File: config.mk
export PLATFORM = sky130hd
export DESIGN_NAME = i2c_hs_target
export DESIGN_NICKNAME = d
export VERILOG_FILES = /design/src/rtl/i2c_tgt_pkg.sv /design/src/rtl/i2c_line_sampler.sv /design/src/rtl/i2c_hs_tracker.sv /design/src/rtl/i2c_target_fsm.sv /design/src/rtl/i2c_hs_target.sv
export SDC_FILE = /design/constraint.sdc
export NUM_CORES = 1
export LEC_CHECK = 0
export BUFFER_PORTS_ARGS = -buffer_cell sky130_fd_sc_hd__buf_2
export CAP_MARGIN = 15
export CORE_MARGIN = 5
export CORE_UTILIZATION = 57
export CTS_CLUSTER_DIAMETER = 60
export DETAILED_ROUTE_END_ITERATION = 12
export HOLD_SLACK_MARGIN = 0.12
export PLACE_DENSITY = 0.84
export SLEW_MARGIN = 20
export SYNTH_ARGS = -nofsm -noshare
export SYNTH_HDL_FRONTEND = slang
export SYNTH_HIERARCHICAL = 1
export SYNTH_SLANG_ARGS = --single-unit
File: constraint.sdc
create_clock -name clk -period 2.45 [get_ports clk]
set_clock_uncertainty 0.15 [all_clocks]
set_input_delay 0.245 -clock clk [delete_from_list [all_inputs] [get_ports clk]]
set_output_delay 0.245 -clock clk [all_outputs]
set_load 0.005 [all_outputs]
File: src/rtl/i2c_tgt_pkg.sv
package i2c_tgt_pkg;

    localparam int BYTE_BITS = 8;

    localparam logic [7:0] GCALL_BYTE     = 8'h00;
    localparam logic [7:0] GCALL_RST_CMD  = 8'h06;
    localparam logic [4:0] HS_CODE_PREFIX = 5'b00001;

    typedef enum logic [2:0] {
        ST_IDLE,
        ST_ADDR,
        ST_ACK,
        ST_WDATA,
        ST_RDATA,
        ST_RACK,
        ST_IGNORE
    } tgt_state_e;

    typedef enum logic [1:0] {
        NXT_WRITE,
        NXT_READ,
        NXT_GCALL
    } ack_next_e;

    typedef enum logic [2:0] {
        ADR_OWN_WR,
        ADR_OWN_RD,
        ADR_GCALL,
        ADR_HS_CODE,
        ADR_OTHER
    } addr_kind_e;

    typedef struct packed {
        logic start;
        logic stop;
        logic scl_rise;
        logic scl_fall;
        logic sda;
    } bus_evt_t;

    function automatic addr_kind_e classify_first(input logic [7:0] b, input logic [6:0] own);
        if (b == GCALL_BYTE)
            return ADR_GCALL;
        else if (b[7:3] == HS_CODE_PREFIX)
            return ADR_HS_CODE;
        else if (b[7:1] == own)
            return b[0] ? ADR_OWN_RD : ADR_OWN_WR;
        else
            return ADR_OTHER;
    endfunction

endpackage

File: src/rtl/i2c_line_sampler.sv
module i2c_line_sampler
    import i2c_tgt_pkg::*;
#(
    parameter int SYNC_STAGES = 2
) (
    input  logic     clk,
    input  logic     rst,
    input  logic     scl_i,
    input  logic     sda_i,
    output bus_evt_t evt_o
);

    logic [SYNC_STAGES-1:0] scl_pipe;
    logic [SYNC_STAGES-1:0] sda_pipe;
    logic scl_s, sda_s, scl_q, sda_q;

    always_ff @(posedge clk) begin
        if (rst) begin
            scl_pipe <= '1;
            sda_pipe <= '1;
            scl_q    <= 1'b1;
            sda_q    <= 1'b1;
        end else begin
            scl_pipe <= {scl_pipe[SYNC_STAGES-2:0], scl_i};
            sda_pipe <= {sda_pipe[SYNC_STAGES-2:0], sda_i};
            scl_q    <= scl_s;
            sda_q    <= sda_s;
        end
    end

    assign scl_s = scl_pipe[SYNC_STAGES-1];
    assign sda_s = sda_pipe[SYNC_STAGES-1];

    always_comb begin
        evt_o.start    = scl_s & scl_q & sda_q & ~sda_s;
        evt_o.stop     = scl_s & scl_q & ~sda_q & sda_s;
        evt_o.scl_rise = scl_s & ~scl_q;
        evt_o.scl_fall = ~scl_s & scl_q;
        evt_o.sda      = sda_s;
    end

    // a STOP event needs the data line to have been low one sample earlier
    stop_after_low_chk: assert property (@(posedge clk) disable iff (rst)
        evt_o.stop |-> ($past(sda_s) == 1'b0));

endmodule

File: src/rtl/i2c_hs_tracker.sv
module i2c_hs_tracker (
    input  logic clk,
    input  logic rst,
    input  logic hs_code_i,
    input  logic stop_i,
    output logic hs_o
);

    logic hs_q;

    always_ff @(posedge clk) begin
        if (rst)
            hs_q <= 1'b0;
        else if (stop_i)
            hs_q <= 1'b0;
        else if (hs_code_i)
            hs_q <= 1'b1;
    end

    assign hs_o = hs_q;


    hs_clear_on_stop_chk: assert property (@(posedge clk) disable iff (rst)
        stop_i |=> !hs_o);


    hs_fall_cause_chk: assert property (@(posedge clk) disable iff (rst)
        $fell(hs_o) |-> $past(stop_i));

endmodule

File: src/rtl/i2c_target_fsm.sv
module i2c_target_fsm
    import i2c_tgt_pkg::*;
#(
    parameter logic [6:0] TARGET_ADDR = 7'h2C
) (
    input  logic       clk,
    input  logic       rst,
    input  bus_evt_t   evt_i,
    input  logic [7:0] tx_data_i,
    output logic       sda_pull_o,
    output logic       hs_code_o,
    output logic       gc_reset_o,
    output logic       rx_valid_o,
    output logic [7:0] rx_data_o,
    output logic       rx_is_read_o,
    output logic       xfer_start_o,
    output logic       xfer_stop_o,
    output logic       tx_req_o
);

    localparam int CNT_W = $clog2(BYTE_BITS + 1);
    localparam logic [CNT_W-1:0] FULL_CNT = CNT_W'(BYTE_BITS);

    tgt_state_e       state_q;
    ack_next_e        next_q;
    logic [CNT_W-1:0] bit_cnt_q;
    logic [7:0]       shreg_q;
    logic             gcall_q;
    logic             mack_q;
    logic             pull_q;
    addr_kind_e       kind;

    assign kind = classify_first(shreg_q, TARGET_ADDR);

    always_ff @(posedge clk) begin
        rx_valid_o   <= 1'b0;
        xfer_start_o <= 1'b0;
        xfer_stop_o  <= 1'b0;
        tx_req_o     <= 1'b0;
        gc_reset_o   <= 1'b0;
        hs_code_o    <= 1'b0;
        if (rst) begin
            state_q      <= ST_IDLE;
            next_q       <= NXT_WRITE;
            bit_cnt_q    <= '0;
            shreg_q      <= '0;
            gcall_q      <= 1'b0;
            mack_q       <= 1'b0;
            pull_q       <= 1'b0;
            rx_data_o    <= '0;
            rx_is_read_o <= 1'b0;
        end else if (evt_i.stop) begin
            state_q     <= ST_IDLE;
            pull_q      <= 1'b0;
            gcall_q     <= 1'b0;
            xfer_stop_o <= 1'b1;
        end else if (evt_i.start) begin
            state_q   <= ST_ADDR;
            bit_cnt_q <= '0;
            pull_q    <= 1'b0;
            gcall_q   <= 1'b0;
        end else begin
            unique case (state_q)
                ST_ADDR, ST_WDATA: begin
                    if (evt_i.scl_rise && bit_cnt_q != FULL_CNT) begin
                        shreg_q   <= {shreg_q[6:0], evt_i.sda};
                        bit_cnt_q <= bit_cnt_q + 1'b1;
                    end else if (evt_i.scl_fall && bit_cnt_q == FULL_CNT) begin
                        if (state_q == ST_ADDR) begin
                            unique case (kind)
                                ADR_HS_CODE: begin
                                    hs_code_o <= 1'b1;
                                    state_q   <= ST_IGNORE;
                                end
                                ADR_GCALL: begin
                                    pull_q  <= 1'b1;
                                    gcall_q <= 1'b1;
                                    next_q  <= NXT_GCALL;
                                    state_q <= ST_ACK;
                                end
                                ADR_OWN_WR: begin
                                    pull_q       <= 1'b1;
                                    next_q       <= NXT_WRITE;
                                    rx_is_read_o <= 1'b0;
                                    xfer_start_o <= 1'b1;
                                    state_q      <= ST_ACK;
                                end
                                ADR_OWN_RD: begin
                                    pull_q       <= 1'b1;
                                    next_q       <= NXT_READ;
                                    rx_is_read_o <= 1'b1;
                                    xfer_start_o <= 1'b1;
                                    tx_req_o     <= 1'b1;
                                    state_q      <= ST_ACK;
                                end
                                default: state_q <= ST_IGNORE;
                            endcase
                        end else if (gcall_q) begin
                            if (shreg_q == GCALL_RST_CMD) begin
                                pull_q     <= 1'b1;
                                gc_reset_o <= 1'b1;
                                next_q     <= NXT_GCALL;
                                state_q    <= ST_ACK;
                            end else begin
                                state_q <= ST_IGNORE;
                            end
                        end else begin
                            pull_q     <= 1'b1;
                            rx_valid_o <= 1'b1;
                            rx_data_o  <= shreg_q;
                            next_q     <= NXT_WRITE;
                            state_q    <= ST_ACK;
                        end
                    end
                end
                ST_ACK: begin
                    if (evt_i.scl_fall) begin
                        bit_cnt_q <= '0;
                        if (next_q == NXT_READ) begin
                            shreg_q <= tx_data_i;
                            pull_q  <= ~tx_data_i[7];
                            state_q <= ST_RDATA;
                        end else begin
                            pull_q  <= 1'b0;
                            state_q <= ST_WDATA;
                        end
                    end
                end
                ST_RDATA: begin
                    if (evt_i.scl_rise && bit_cnt_q != FULL_CNT) begin
                        bit_cnt_q <= bit_cnt_q + 1'b1;
                    end else if (evt_i.scl_fall) begin
                        if (bit_cnt_q == FULL_CNT) begin
                            pull_q  <= 1'b0;
                            state_q <= ST_RACK;
                        end else begin
                            shreg_q <= {shreg_q[6:0], 1'b0};
                            pull_q  <= ~shreg_q[6];
                        end
                    end
                end
                ST_RACK: begin
                    if (evt_i.scl_rise) begin
                        mack_q   <= ~evt_i.sda;
                        tx_req_o <= ~evt_i.sda;
                    end else if (evt_i.scl_fall) begin
                        bit_cnt_q <= '0;
                        if (mack_q) begin
                            shreg_q <= tx_data_i;
                            pull_q  <= ~tx_data_i[7];
                            state_q <= ST_RDATA;
                        end else begin
                            state_q <= ST_IGNORE;
                        end
                    end
                end
                default: ;
            endcase
        end
    end

    assign sda_pull_o = pull_q;


    hs_code_no_ack_chk: assert property (@(posedge clk) disable iff (rst)
        hs_code_o |-> !sda_pull_o);


    gc_pulse_single_chk: assert property (@(posedge clk) disable iff (rst)
        gc_reset_o |=> !gc_reset_o);


    own_addr_acked_chk: assert property (@(posedge clk) disable iff (rst)
        xfer_start_o |-> (sda_pull_o && !rx_valid_o));


    silent_when_ignoring_chk: assert property (@(posedge clk) disable iff (rst)
        (state_q == ST_IGNORE && $past(state_q) == ST_IGNORE) |-> !sda_pull_o);


    stop_releases_chk: assert property (@(posedge clk) disable iff (rst)
        evt_i.stop |=> (xfer_stop_o && !sda_pull_o));

endmodule

File: src/rtl/i2c_hs_target.sv
module i2c_hs_target
    import i2c_tgt_pkg::*;
#(
    parameter logic [6:0] TARGET_ADDR = 7'h2C,
    parameter int         SYNC_STAGES = 2
) (
    input  logic       clk,
    input  logic       rst,
    input  logic       scl_i,
    input  logic       sda_i,
    output logic       sda_pull_o,
    output logic       hs_filter_o,
    output logic       gc_reset_o,
    output logic       rx_valid_o,
    output logic [7:0] rx_data_o,
    output logic       rx_is_read_o,
    output logic       xfer_start_o,
    output logic       xfer_stop_o,
    output logic       tx_req_o,
    input  logic [7:0] tx_data_i
);

    bus_evt_t evt;
    logic     hs_code;

    i2c_line_sampler #(
        .SYNC_STAGES(SYNC_STAGES)
    ) u_sampler (
        .clk   (clk),
        .rst   (rst),
        .scl_i (scl_i),
        .sda_i (sda_i),
        .evt_o (evt)
    );

    i2c_target_fsm #(
        .TARGET_ADDR(TARGET_ADDR)
    ) u_fsm (
        .clk          (clk),
        .rst          (rst),
        .evt_i        (evt),
        .tx_data_i    (tx_data_i),
        .sda_pull_o   (sda_pull_o),
        .hs_code_o    (hs_code),
        .gc_reset_o   (gc_reset_o),
        .rx_valid_o   (rx_valid_o),
        .rx_data_o    (rx_data_o),
        .rx_is_read_o (rx_is_read_o),
        .xfer_start_o (xfer_start_o),
        .xfer_stop_o  (xfer_stop_o),
        .tx_req_o     (tx_req_o)
    );

    i2c_hs_tracker u_hs (
        .clk       (clk),
        .rst       (rst),
        .hs_code_i (hs_code),
        .stop_i    (evt.stop),
        .hs_o      (hs_filter_o)
    );

endmodule

### Word level (Yosys, flattened, before mapping)

Index checks and enable logic that the tools add are counted.

* register bits: 42
* bits in latches: 0
* RAM bits: 0
* memory bits (read-only): 0
* bits of input ports: 12
* output and inout port bits: 16
* word-level logic and storage cells: 174
* memories: 0

* add/subtract/negate cells: 1
* multiply operators: 0
* div/mod/pow operators: 0
* order comparisons: 0
* equality and inequality tests: 39
* shift-type cells: 0
* mux-type cells: 66
* bitwise gates (word level): 20
* reduce and logical (&&, ||, !) cells: 27

Operator list (number)
* $mux 8: 9
* $mux 3: 16
* $pmux 8 s4: 1
* $mux 1: 26
* $reduce_and 7->1: 3
* $reduce_and 9->1: 2
* $mux 4: 4
* $ne 2x1->1 const B: 8
* $ne 3x2->1 const B: 5
* $ne 3x3->1 const B: 5
* $reduce_or 7->1: 2
* $not 1->1: 13
* $eq 3x2->1 const B: 4
* $ne 4x4->1 const B: 3
* $pmux 3 s4: 1
* $pmux 4 s3: 1
* $reduce_and 12->1: 1
* $reduce_and 11->1: 1
* $reduce_or 3->1: 3
* $eq 8x3->1 const B: 1
* $logic_not 8->1: 1
* $mux 2: 4
* $ne 2x2->1 const B: 4
* $reduce_and 4->1: 2
* 20 further kinds: 33

### Depth between registers and ports, before layout

* depth in word-level cells: 12
* depth in mapped cells: 9
* gate-level depth less buffers: 7

### Cells and area by module

The synthesis kept the hierarchy.

By module, submodules not included
* i2c_target_fsm: instances 1, cells each 222, area an instance 1988.2 µm², sequential area each 700.7 µm²
* i2c_line_sampler: instances 1, cells each 17, area an instance 197.7 µm², sequential area each 120.1 µm²
* i2c_hs_tracker: instances 1, cells each 3, area an instance 33.8 µm², sequential area each 20.0 µm²

### Least setup slack after synthesis

No wires, ideal clock.

* path type: register to register
* start: register u_fsm.bit_cnt_q[0]
* end: register u_fsm.rx_data_o[0]
* setup time: 131 ps
* data arrival time: 1711 ps
* data required time: 2169 ps
* path slack: 457 ps
* stages on the path, launching flop included: 10
* buffers on the path: 2
* period minus slack after synthesis: 1993 ps
* path through: dfxtp_1 > inv_1 > ha_1 > and4b_1 > clkbuf_1 > nand2_1 > or3_1 > buf_2 > mux2i_1 > nor2_1

* word-level cells in the longest chain between the ends: 4
* elaborated cells between the ends (all ways): 6
* classes of those cells: eq/ne: 2; bitwise: 1; reduce/logical: 3

Ends and longest elaborated chain
* start: declaration: line i2c_target_fsm.sv:26 `logic [CNT_W-1:0] bit_cnt_q;`
* start signal: assignment: line i2c_target_fsm.sv:67 `bit_cnt_q <= bit_cnt_q + 1'b1;`
* start signal: assignment: line i2c_target_fsm.sv:131 `bit_cnt_q <= bit_cnt_q + 1'b1;`
* $ne 4x4->1: line i2c_target_fsm.sv:65 `if (evt_i.scl_rise && bit_cnt_q != FULL_CNT) begin`
* $logic_and 1x1->1: line i2c_target_fsm.sv:65
* $not 1->1 (no source line)
* $reduce_and 7->1 (no source line) (*)
* end signal: assignment: line i2c_target_fsm.sv:110 `rx_data_o <= shreg_q;`
* end: declaration: line i2c_target_fsm.sv:14 `output logic [7:0] rx_data_o,`

Every way passes the cells marked *; elsewhere a longest branch is shown, timed or not.
A chain may end at the register's enable or synchronous reset.

==> results.toml <==
[layout]
nFillCells = 306
drive_above_1_share = 0.244
diodes = 0
syn_to_final_growth_pct = 15.2
fin_util = 0.688
nets = 288

[worst_setup_path]
rrSetupSlack_ns = 0.22
rr_startpoint = "u_sampler/sda_pipe[1]"
crit_type = "reg -> reg"
timing.rr.end = "u_fsm/shreg_q[7]"
slowest_delay_ns = 0.40
slowest_stage = "dfxtp_2"
cp_max_fo = 15
cp-end-kind = "flop"
worstPathArrival_ns = 2.28
crit_path_start = "u_sampler/sda_pipe[1]"
r2r_cells = 7
worstSetupStartpointType = "flop"
cp.required_ns = 2.51
cp_cell_sequence = "and4b_1 -> nor2_2 -> o211ai_1 -> a2111oi_4 -> buf_4 -> nor2_1 -> a211oi_1"

[global_routing]
grt_usage = 0.204
met3_usage = 0.0679
use_met2 = 0.320
grt_pass1_wl_mm = 8.41
met1_usage = 0.266
grt_pass1_vias = 1842
grt_overflow = 0
antenna_found_initial = 0
grt-busiest-layer = "met2"
grt_max_degree = 30

[drt]
vias_per_cell = 6.15
routed_wl_mm = 5.08
ant_nets = 0
vias = 1987
route.detailed.drc = 0
drt_iter0_drc = 274
first_pass_iters = 6
wire_per_inst_um = 15.7

[clock_network]
ctsRootBufferMaster = "clkbuf_8"
cts.path.max_buffers = 2
path_clk_slew_ns = 0.08
clock_sinks = 42
cts_setup_buffers = 0
htreeDepth = 2
numCtsBuffers = 5
cts_tree = "built"
clkLatencyLatePin_ns = 0.30

[power_and_ir_drop]
p_int_mw = 1.05
cellLeakagePower_nw = 1.02
seqPwrFrac = 0.513
power_frac_comb = 0.087
clkPwrFrac = 0.399
pwr_density_cell_nw_per_um2 = 543
p_sw_frac = 0.243
switchingPower_mw = 0.338
irDropWorstVdd_v = 0.000475

[yosys]
synth_edf_count = 0
yosysMostFrequentCell = "dfxtp_1"
synth_area_um2 = 2220
yosysWarnings = 6
ys_seq_area_frac = 0.379
netlist-cell-type-count = 61
synth-async-reset-ratio = 0
synthAdderAreaFrac = 0.0113
synth_xor_area_frac = 0
synth_top_cell_by_area = "dfxtp_1"
synth_top_family_by_area = "simple AND/OR/NAND/NOR gates"
synth-compound-area-share = 0.201
synthSimpleGateAreaFrac = 0.279
syn-mean-instance-area_um2 = 9.17
syn_nets = 256
postSynthRegisterBits = 42
yosysTopAreaCellShare = 0.379
synth.area.top_cells = "dfxtp_1 (38%), mux2i_1 (8.6%), nor2_1 (4.9%), nand2_1 (2.5%), a21oi_1 (2.0%)"
synthMuxAreaShare = 0.0857
ys.flop_type = "dfxtp_1"
synthTopCellsByCount = "dfxtp_1 (42), nor2_1 (29), mux2i_1 (19)"
syn_inst = 242

[sta]
finalSetupTns_ns = 0
min_period_ns = 2.23
finalHoldViolCount = 0
max_slew_margin = 0.605
drv_slew = 0
hold_slack_ns = 0.143
worst_pin_slew_ns = 0.592
fmax_mhz = 449
rsz0062_at_grt = "false"
period_share = 0.909
finalSetupViolCount = 0

[min_path]
hold_path_end = "u_fsm/shreg_q[1]"
hp-class = "in -> reg"
min_from = "tx_data_i[1]"
hold_path_depth = 3

[outcome]
status = "finished clean"

[floorplanning]
start_util = 0.597
design.core.area_um2 = 3720
die_x_um = 72.4
io_pins = 28
dieHeight_um = 72.4
rows = 22
die-area_um2 = 5240

[placement]
dpl.hpwl_mm = 3.67
gp_congestion = 0.947
io_buffers = 27

[run]
max_cap_viol_count = 0
## worst max-delay path by stage
stage                     depth (start not counted)                  to  slack [ns]
final                                             7    u_fsm/shreg_q[7]        0.22
after global routing                              7    u_fsm/shreg_q[7]        0.07
after CTS                                         7    u_fsm/shreg_q[7]        0.19
after detailed placement                          7    u_fsm/shreg_q[5]        0.21
after global placement                            7    u_fsm/shreg_q[5]        0.31
after floorplan                                   9  u_fsm/rx_data_o[0]        0.46
## layout by cell type (no fill, tap or decap), drive strengths merged, types with 3 or more instances in the layout
| cell | count |
|---|---|
| buf | 38 |
| nand2b | 5 |
| or3 | 3 |
| a2111oi | 3 |
| clkbuf | 5 |
| a211oi | 9 |
| inv | 5 |
| nand4 | 4 |
| nor4 | 6 |
| nor3 | 5 |
| nor3b | 4 |
| dfxtp | 42 |
| dlygate4sd3 | 3 |
| o22ai | 3 |
| a21oi | 10 |
| nor2b | 6 |
| a31oi | 5 |
| nand3 | 4 |
| mux2i | 19 |
| o211ai | 4 |
| nand2 | 15 |
| and4b | 3 |
| nor2 | 33 |
| a311oi | 3 |
| o21ai | 4 |
| or2 | 6 |
## final cells by class
type	instances	area (µm²)	area share
multi-input cells	180	1280	0.500
flip-flops and latches	42	842	0.329
repair buffers	41	248	0.0969
clock buffers	5	68.8	0.0269
well taps	48	60.1	0.0235
clock inverters	3	43.8	0.0171
inverters	4	15.0	0.00587
## per-layer routing
layer,share of wire,wire (µm),vias to the layer above
met4,0.018,94,0
met1,0.45,2280,926
li1,-,-,965
met5,0,0,-
met2,0.46,2340,82
met3,0.073,372,14
## what timing repair did
| item | in CTS | in global routing |
|---|---|---|
| endpoints found under the hold margin | 3 | 0 |
| gates resized for setup | 0 | 1 |
| setup endpoints to repair | 0 | 1 |
| hold buffers | 3 | 0 |
## registers in the layout (all words and copies together), names as in the netlist
register	count
u_fsm/rx_data_o	8
u_fsm/gc_reset_o	1
u_fsm/next_q	2
u_fsm/shreg_q	8
u_fsm/sda_pull_o	1
u_hs/hs_o	1
u_fsm/bit_cnt_q	4
u_fsm/gcall_q	1
u_sampler/scl_pipe	2
u_fsm/mack_q	1
u_fsm/xfer_start_o	1
u_fsm/rx_is_read_o	1
u_fsm/state_q	3
u_fsm/xfer_stop_o	1
u_sampler/sda_pipe	2
u_fsm/rx_valid_o	1
u_sampler/sda_q	1
u_sampler/scl_q	1
u_fsm/tx_req_o	1
u_fsm/hs_code_o	1
## power groups by stage
| stage | Combinational (mW) | Clock, mW | Sequential [mW] |
|---|---|---|---|
| after floorplan | 0.0864 | 0 | 0.721 |
| after global placement | 0.111 | 0 | 0.727 |
| after detailed placement | 0.115 | 0 | 0.728 |
| after CTS | 0.120 | 0.565 | 0.712 |
| after global routing | 0.132 | 0.599 | 0.715 |
| final | 0.121 | 0.555 | 0.713 |
## worst max-delay path: cells and delay by family (launching register included)
kind            cells  cell delay (ns)
compound gates      3             0.69
buf+inv             1             0.28
flops               1             0.40
simple gates        3             0.60
## cells by family (layout without fill, tap and decap cells)
logic type               count (synthesis)  count (layout)
AND/OR/NAND/NOR                        105             105
AO/OA/AOI/OAI                           54              54
flip-flops                              42              42
buffers and inverters                   20              53
multiplexers                            19              19
adder cells (fa/ha/maj)                  2               2
## per-stage QoR
stage               worst slack [ns]  cell area, µm²  instances  power, mW
floorplan                      0.457            2220        242      0.808
global placement               0.308            2410        312      0.838
detailed placement             0.207            2410        312      0.843
CTS                            0.186            2560        323       1.40
global route                  0.0736            2560        323       1.45
finish                         0.224            2560        323       1.39
Power figures use the tool's default switching activity.
